$ cat src/rtl/fpld_pkg.sv
package fpld_pkg;
  localparam int unsigned WORD_W = 32;
  localparam int unsigned IDX_W  = 5;
  localparam int unsigned BE_W   = WORD_W / 8;

  typedef enum logic [1:0] {
    SZ_BAD = 2'b00,
    SZ_H   = 2'b01,
    SZ_W   = 2'b10,
    SZ_DW  = 2'b11
  } esz_e;

  typedef enum logic [2:0] {
    S_IDLE,
    S_REQ1,
    S_WAIT1,
    S_REQ2,
    S_WAIT2,
    S_WR
  } st_e;
endpackage

$ cat src/rtl/fpld_decode.sv
module fpld_decode
  import fpld_pkg::*;
#(
  parameter int unsigned AW = 32
) (
  input  logic [31:0]      instr_i,
  input  logic             form_i,
  input  logic             cond_pass_i,
  input  logic             in_blk_i,
  input  logic             half_en_i,
  input  logic [AW-1:0]    pc_i,
  input  logic [AW-1:0]    base_i,
  output logic             undef_o,
  output logic             unpred_o,
  output logic             go_o,
  output esz_e             esz_o,
  output logic [IDX_W-1:0] idx_o,
  output logic [AW-1:0]    addr_o
);
  localparam logic [3:0] RN_PC   = 4'hf;
  localparam logic [3:0] CC_ALWS = 4'he;

  logic [AW-1:0] off, base;
  logic          unused_dec;

  assign unused_dec = ^{instr_i[27:24], instr_i[21:20], instr_i[11:10], pc_i[1:0]};

  always_comb begin
    esz_o    = esz_e'(instr_i[9:8]);
    undef_o  = (esz_o == SZ_BAD) || (esz_o == SZ_H && !half_en_i);
    unpred_o = !undef_o && esz_o == SZ_H &&
               (form_i ? in_blk_i : (instr_i[31:28] != CC_ALWS));
    go_o     = !undef_o && cond_pass_i;
    off      = (esz_o == SZ_H) ? AW'({instr_i[7:0], 1'b0}) : AW'({instr_i[7:0], 2'b00});
    base     = (instr_i[19:16] == RN_PC) ? {pc_i[AW-1:2], 2'b00} : base_i;
    addr_o   = instr_i[23] ? (base + off) : (base - off);
    idx_o    = (esz_o == SZ_DW) ? {instr_i[22], instr_i[15:12]} : {instr_i[15:12], instr_i[22]};
  end
endmodule

$ cat src/rtl/fpld_merge.sv
module fpld_merge
  import fpld_pkg::*;
(
  input  esz_e              esz_i,
  input  logic              lane_hi_i,
  input  logic              big_i,
  input  logic [WORD_W-1:0] w1_i,
  input  logic [WORD_W-1:0] w2_i,
  output logic [2*WORD_W-1:0] data_o
);
  localparam int unsigned HW = WORD_W / 2;

  always_comb begin
    unique case (esz_i)
      SZ_H:    data_o = {{(2*WORD_W-HW){1'b0}}, (lane_hi_i ? w1_i[WORD_W-1:HW] : w1_i[HW-1:0])};
      SZ_DW:   data_o = big_i ? {w1_i, w2_i} : {w2_i, w1_i};
      default: data_o = {{WORD_W{1'b0}}, w1_i};
    endcase
  end
endmodule

$ cat src/rtl/fpld_seq.sv
module fpld_seq
  import fpld_pkg::*;
#(
  parameter int unsigned AW = 32
) (
  input  logic              clk_i,
  input  logic              rst_ni,
  input  logic              acc_valid_i,
  output logic              idle_o,
  input  logic              d_undef_i,
  input  logic              d_unpred_i,
  input  logic              d_go_i,
  input  esz_e              d_esz_i,
  input  logic [IDX_W-1:0]  d_idx_i,
  input  logic [AW-1:0]     d_addr_i,
  input  logic              big_i,
  output logic              undef_o,
  output logic              unpred_o,
  output logic              mem_req_o,
  output logic [AW-1:0]     mem_addr_o,
  output logic [BE_W-1:0]   mem_be_o,
  input  logic              mem_rvalid_i,
  input  logic [WORD_W-1:0] mem_rdata_i,
  output logic              rf_we_o,
  output logic              rf_wide_o,
  output logic [IDX_W-1:0]  rf_idx_o,
  output logic [2*WORD_W-1:0] rf_wdata_o
);
  localparam logic [AW-1:0] STEP = AW'(BE_W);

  st_e               st_q;
  esz_e              esz_q;
  logic [AW-1:0]     addr_q;
  logic [IDX_W-1:0]  idx_q;
  logic [WORD_W-1:0] w1_q, w2_q;
  logic              big_q;
  logic              acc;

  assign idle_o = (st_q == S_IDLE);
  assign acc    = acc_valid_i && idle_o;

  always_ff @(posedge clk_i or negedge rst_ni) begin
    if (!rst_ni) begin
      st_q     <= S_IDLE;
      esz_q    <= SZ_W;
      addr_q   <= '0;
      idx_q    <= '0;
      w1_q     <= '0;
      w2_q     <= '0;
      big_q    <= 1'b0;
      undef_o  <= 1'b0;
      unpred_o <= 1'b0;
    end else begin
      unique case (st_q)
        S_IDLE: if (acc) begin
          undef_o  <= d_undef_i;
          unpred_o <= d_unpred_i;
          if (d_go_i) begin
            esz_q  <= d_esz_i;
            addr_q <= d_addr_i;
            idx_q  <= d_idx_i;
            big_q  <= big_i;
            st_q   <= S_REQ1;
          end
        end
        S_REQ1:  st_q <= S_WAIT1;
        S_WAIT1: if (mem_rvalid_i) begin
          w1_q <= mem_rdata_i;
          st_q <= (esz_q == SZ_DW) ? S_REQ2 : S_WR;
        end
        S_REQ2:  st_q <= S_WAIT2;
        S_WAIT2: if (mem_rvalid_i) begin
          w2_q <= mem_rdata_i;
          st_q <= S_WR;
        end
        S_WR:    st_q <= S_IDLE;
        default: st_q <= S_IDLE;
      endcase
    end
  end

  assign mem_req_o  = (st_q == S_REQ1) || (st_q == S_REQ2);
  assign mem_addr_o = (st_q == S_REQ2) ? (addr_q + STEP) : addr_q;

  always_comb begin
    if (esz_q == SZ_H) mem_be_o = addr_q[1] ? 4'b1100 : 4'b0011;
    else               mem_be_o = '1;
  end

  assign rf_we_o   = (st_q == S_WR);
  assign rf_wide_o = (esz_q == SZ_DW);
  assign rf_idx_o  = idx_q;

  fpld_merge u_merge (
    .esz_i    (esz_q),
    .lane_hi_i(addr_q[1]),
    .big_i    (big_q),
    .w1_i     (w1_q),
    .w2_i     (w2_q),
    .data_o   (rf_wdata_o)
  );
endmodule

$ cat src/rtl/fp_imm_load_unit.sv
module fp_imm_load_unit
  import fpld_pkg::*;
#(
  parameter int unsigned AW = 32
) (
  input  logic                clk_i,
  input  logic                rst_ni,
  input  logic                instr_valid_i,
  output logic                instr_ready_o,
  input  logic [31:0]         instr_i,
  input  logic                form_i,
  input  logic                cond_pass_i,
  input  logic                in_blk_i,
  input  logic                half_en_i,
  input  logic                big_end_i,
  input  logic [AW-1:0]       pc_i,
  input  logic [AW-1:0]       base_i,
  output logic                busy_o,
  output logic                undef_o,
  output logic                unpred_o,
  output logic                mem_req_o,
  output logic [AW-1:0]       mem_addr_o,
  output logic [BE_W-1:0]     mem_be_o,
  input  logic                mem_rvalid_i,
  input  logic [WORD_W-1:0]   mem_rdata_i,
  output logic                rf_we_o,
  output logic                rf_wide_o,
  output logic [IDX_W-1:0]    rf_idx_o,
  output logic [2*WORD_W-1:0] rf_wdata_o
);
  logic             d_undef, d_unpred, d_go, idle;
  esz_e             d_esz;
  logic [IDX_W-1:0] d_idx;
  logic [AW-1:0]    d_addr;

  fpld_decode #(.AW(AW)) u_dec (
    .instr_i    (instr_i),
    .form_i     (form_i),
    .cond_pass_i(cond_pass_i),
    .in_blk_i   (in_blk_i),
    .half_en_i  (half_en_i),
    .pc_i       (pc_i),
    .base_i     (base_i),
    .undef_o    (d_undef),
    .unpred_o   (d_unpred),
    .go_o       (d_go),
    .esz_o      (d_esz),
    .idx_o      (d_idx),
    .addr_o     (d_addr)
  );

  fpld_seq #(.AW(AW)) u_seq (
    .clk_i       (clk_i),
    .rst_ni      (rst_ni),
    .acc_valid_i (instr_valid_i),
    .idle_o      (idle),
    .d_undef_i   (d_undef),
    .d_unpred_i  (d_unpred),
    .d_go_i      (d_go),
    .d_esz_i     (d_esz),
    .d_idx_i     (d_idx),
    .d_addr_i    (d_addr),
    .big_i       (big_end_i),
    .undef_o     (undef_o),
    .unpred_o    (unpred_o),
    .mem_req_o   (mem_req_o),
    .mem_addr_o  (mem_addr_o),
    .mem_be_o    (mem_be_o),
    .mem_rvalid_i(mem_rvalid_i),
    .mem_rdata_i (mem_rdata_i),
    .rf_we_o     (rf_we_o),
    .rf_wide_o   (rf_wide_o),
    .rf_idx_o    (rf_idx_o),
    .rf_wdata_o  (rf_wdata_o)
  );

  assign instr_ready_o = idle;
  assign busy_o        = !idle;
endmodule

$ cat config.mk
export PLATFORM = sky130hd
export DESIGN_NAME = fp_imm_load_unit
export DESIGN_NICKNAME = d
export VERILOG_FILES = /design/src/rtl/fpld_pkg.sv /design/src/rtl/fpld_decode.sv /design/src/rtl/fpld_merge.sv /design/src/rtl/fpld_seq.sv /design/src/rtl/fp_imm_load_unit.sv
export SDC_FILE = /design/constraint.sdc
export NUM_CORES = 1
export LEC_CHECK = 0
export BUFFER_PORTS_ARGS = -buffer_cell sky130_fd_sc_hd__buf_2
export CORE_MARGIN = 3
export CORE_UTILIZATION = 36
export CTS_BUF_LIST = sky130_fd_sc_hd__clkbuf_4
export CTS_CLUSTER_DIAMETER = 200
export DETAILED_ROUTE_END_ITERATION = 12
export GPL_ROUTABILITY_DRIVEN = 0
export SYNTH_ARGS = -nofsm -noshare
export SYNTH_HDL_FRONTEND = slang
export SYNTH_SLANG_ARGS = --single-unit
$ cat constraint.sdc
create_clock -name clk_i -period 3.45 [get_ports clk_i]
set_input_delay 0.5175 -clock clk_i [delete_from_list [all_inputs] [get_ports clk_i]]
set_output_delay 0.5175 -clock clk_i [all_outputs]
set_load 0.1 [all_outputs]
==> results.cfg <==
[cts]
cts.sinks = 109
cts_made_buffers = 9
clk_latency_ns = 0.48
clk_path_buf_depth = 2
cts_tree = yes
path_clk_slew_ns = 0.17
root_buffer = clkbuf_4
htreeDepth = 3

[sta]
fin_crit_sh_pct = 113
worst_pin_slew_ns = 0.749
hold-worst-slack_ns = 0.236
post-route-min-period_ns = 3.90
rsz0062_at_grt = yes
clock.fmax_mhz = 257
slew-limit-headroom_pct = 50.1
fin_skew_ns = 0.0233
timing_hold_violations_final = 0
setup_tns_ns = -3.09
fin_ws_ns = -0.446
slew_viol_final = 0
finalSetupViolations = 16

[synthesis]
synth.distinct_cells = 73
syn-cell-area_um2 = 8250
synth_area_leaders = dfrtp_1, nand2_1, mux2_2, o21ai_0, mux2i_1
synth_warnings = 0
synth_area_leader_cell = dfrtp_1
ys_ff_latch = 109
synth_flop_cell = dfrtp_1
synth_top_area_share_pct = 32.8
ys_async_sr_fraction_pct = 100
synth_most_common_cell = nand2_1
ys_seq_area_share_pct = 33.1
ys_top_cells_by_count = nand2_1, dfrtp_1, o21ai_0
syn_nets = 1179
synth_area_per_cell_um2 = 8.13
synth_edf_count = 0
syn_inst = 1015

[finish]
finalInstanceArea_um2 = 11900
syn2layout_area_growth_pct = 44.8
register_area_um2 = 2730
fillerInstances = 2074
multiInputGateArea_um2 = 5880
nNetsFinal = 1506
drive_gt1_share_pct = 40.6
fin_util_pct = 53.9

[grt]
antenna_found_initial = 2
grt_usage_pct = 20.8
grt_pass1_wl_um = 41000
grt_pass1_vias = 7993
overflow = 0
grt_max_degree = 105

[outcome]
outcome = complete, but fails checks
failed_checks = setup timing

[place]
portBuffers = 238
hpwl_um = 20500
dpl_cell_area_um2 = 11600

[route]
drtIter0Drc = 457
drc = 0
wl_um = 26000
dr_total_vias = 8190
ant_nets = 0
wl_per_cell_um = 16.0
vias_per_cell = 5.03
dr.pass1.iters = 4

[floorplan]
die_h_um = 157
chipWidth_um = 157
rows = 54
ios = 249
start_util_pct = 37.2
core-area_um2 = 22200
die_area_um2 = 24800

[critical_path]
arrival_ns = 4.26
crit_fanout = 3
start_kind = input port
crit_required_ns = 3.82
path_class = in2reg
end_kind = register

[min_path]
hold_path.class = in2reg

[job]
maxCapViolCount = 0
==> critical path, stage by stage <==
cell      delay (ns)
buf_6           0.07
nand2b_4        0.13
mux2i_4         0.25
ha_4            0.18
nand2b_4        0.06
nand2b_4        0.14
or3_4           0.34
nor2_2          0.08
nor2_1          0.05
a31oi_1         0.15
nor2_1          0.08
a41oi_2         0.22
ha_4            0.19
o211ai_1        0.08
nand2_1         0.08
o2111a_1        0.22
a211oi_2        0.06
o21a_2          0.24
nor4b_4         0.36
buf_4           0.19
o41ai_4         0.07
o41ai_2         0.27
xnor2_1         0.16
o21ai_1         0.08
==> cell type report <==
type	instances	share of cell area, %
clock inverter	5	0.304
clock buffer	11	0.691
inverter	33	1.04
antenna	2	0.0419
timing repair buffer	376	22.9
tap	280	2.93
sequential	109	22.9
multi-input combinational	813	49.2
==> cells by family after synthesis <==
family                     after synthesis  synth area share, %
AOI/OAI and AO/OA                      215                 16.3
muxes                                  102                 13.3
adders and majority gates               28                 4.31
buffers and inverters                   93                 4.58
DFF                                    109                 33.1
and+or+nand+nor                        405                 21.7
xor gates and xnor gates                63                 6.87
==> state kept, by name, summed over array words and instances (netlist names) <==
| signal | flops |
|---|---|
| u_seq.rf_idx_o | 5 |
| u_seq.st_q | 3 |
| u_seq.w1_q | 32 |
| u_seq.w2_q | 32 |
| u_seq.undef_o | 1 |
| u_seq.big_q | 1 |
| u_seq.addr_q | 32 |
| u_seq.unpred_o | 1 |
| u_seq.esz_q | 2 |
==> through the flow <==
| stage | setup slack (ns) | std cells |
|---|---|---|
| final | -0.446 | 1629 |
| after global routing | -0.578 | 1629 |
| after CTS | -0.366 | 1624 |
| after detailed placement | -1.04 | 1592 |
| after global placement | -0.985 | 1592 |
| after floorplan | -0.848 | 1015 |
==> per-layer routing <==
layer	up-vias	part of all wire [%]	GRT usage, %
li1	4154	-	-
met1	3764	44	26.1
met2	241	48	36.4
met3	31	4.8	2.83
met4	0	3.0	7.69
met5	-	0	0
==> layout by cell type (no fill, tap or decap), types with 4 or more instances in the layout <==
master,netlist,routed
nand2_1,240,238
o21a_1,5,4
xor2_4,0,4
a211oi_1,5,4
nor3_1,12,10
nand2b_4,0,4
buf_4,5,136
xnor2_4,0,15
o21ai_0,93,88
buf_2,2,202
and2_1,5,4
xor2_1,21,16
xnor2_2,2,11
o21ai_1,13,16
a21o_1,8,8
a21oi_2,1,5
xnor2_1,40,16
and3_1,9,8
mux2_2,58,58
ha_1,26,24
nand2b_1,10,6
clkbuf_4,0,12
dfrtp_1,108,106
nand3_1,18,10
nor2_1,67,64
a21oi_1,41,37
nand4_1,11,11
nand3_2,0,5
a22oi_1,17,17
buf_12,0,32
mux2i_1,44,43
or3_1,6,5
inv_1,32,31
buf_6,1,4
==> timing repair <==
| action | 4_1_cts | 5_1_grt |
|---|---|---|
| endpoints found under the setup margin | 29 | 31 |
| gates resized for setup | 17 | 13 |
| buffers inserted | 17 | 5 |
| hold endpoints to repair | 5 | 0 |
| cloned | 0 | 0 |
| hold buffers | 1 | 0 |
| pin swaps | 35 | 28 |
==> final timing paths <==
check / startpoint / end / slack, ns / depth (start not counted)
worst max register to register: u_seq.st_q[0] / u_seq.addr_q[21] / 1.35 / 7
min in group asynchronous: rst_ni / u_seq.rf_idx_o[1] / 0.41 / 2
worst min-delay path: mem_rdata_i[20] / u_seq.w1_q[20] / 0.24 / 3
worst max-delay path: instr_i[9] / u_seq.addr_q[26] / -0.45 / 24
max in group asynchronous: rst_ni / u_seq.big_q / 2.27 / 3
worst min register to register: u_seq.rf_idx_o[0] / u_seq.rf_idx_o[0] / 0.51 / 2
Power is left out: the tool's default activity adds up to more than one toggle a clock period on the data nets, which glitch-free logic cannot reach.
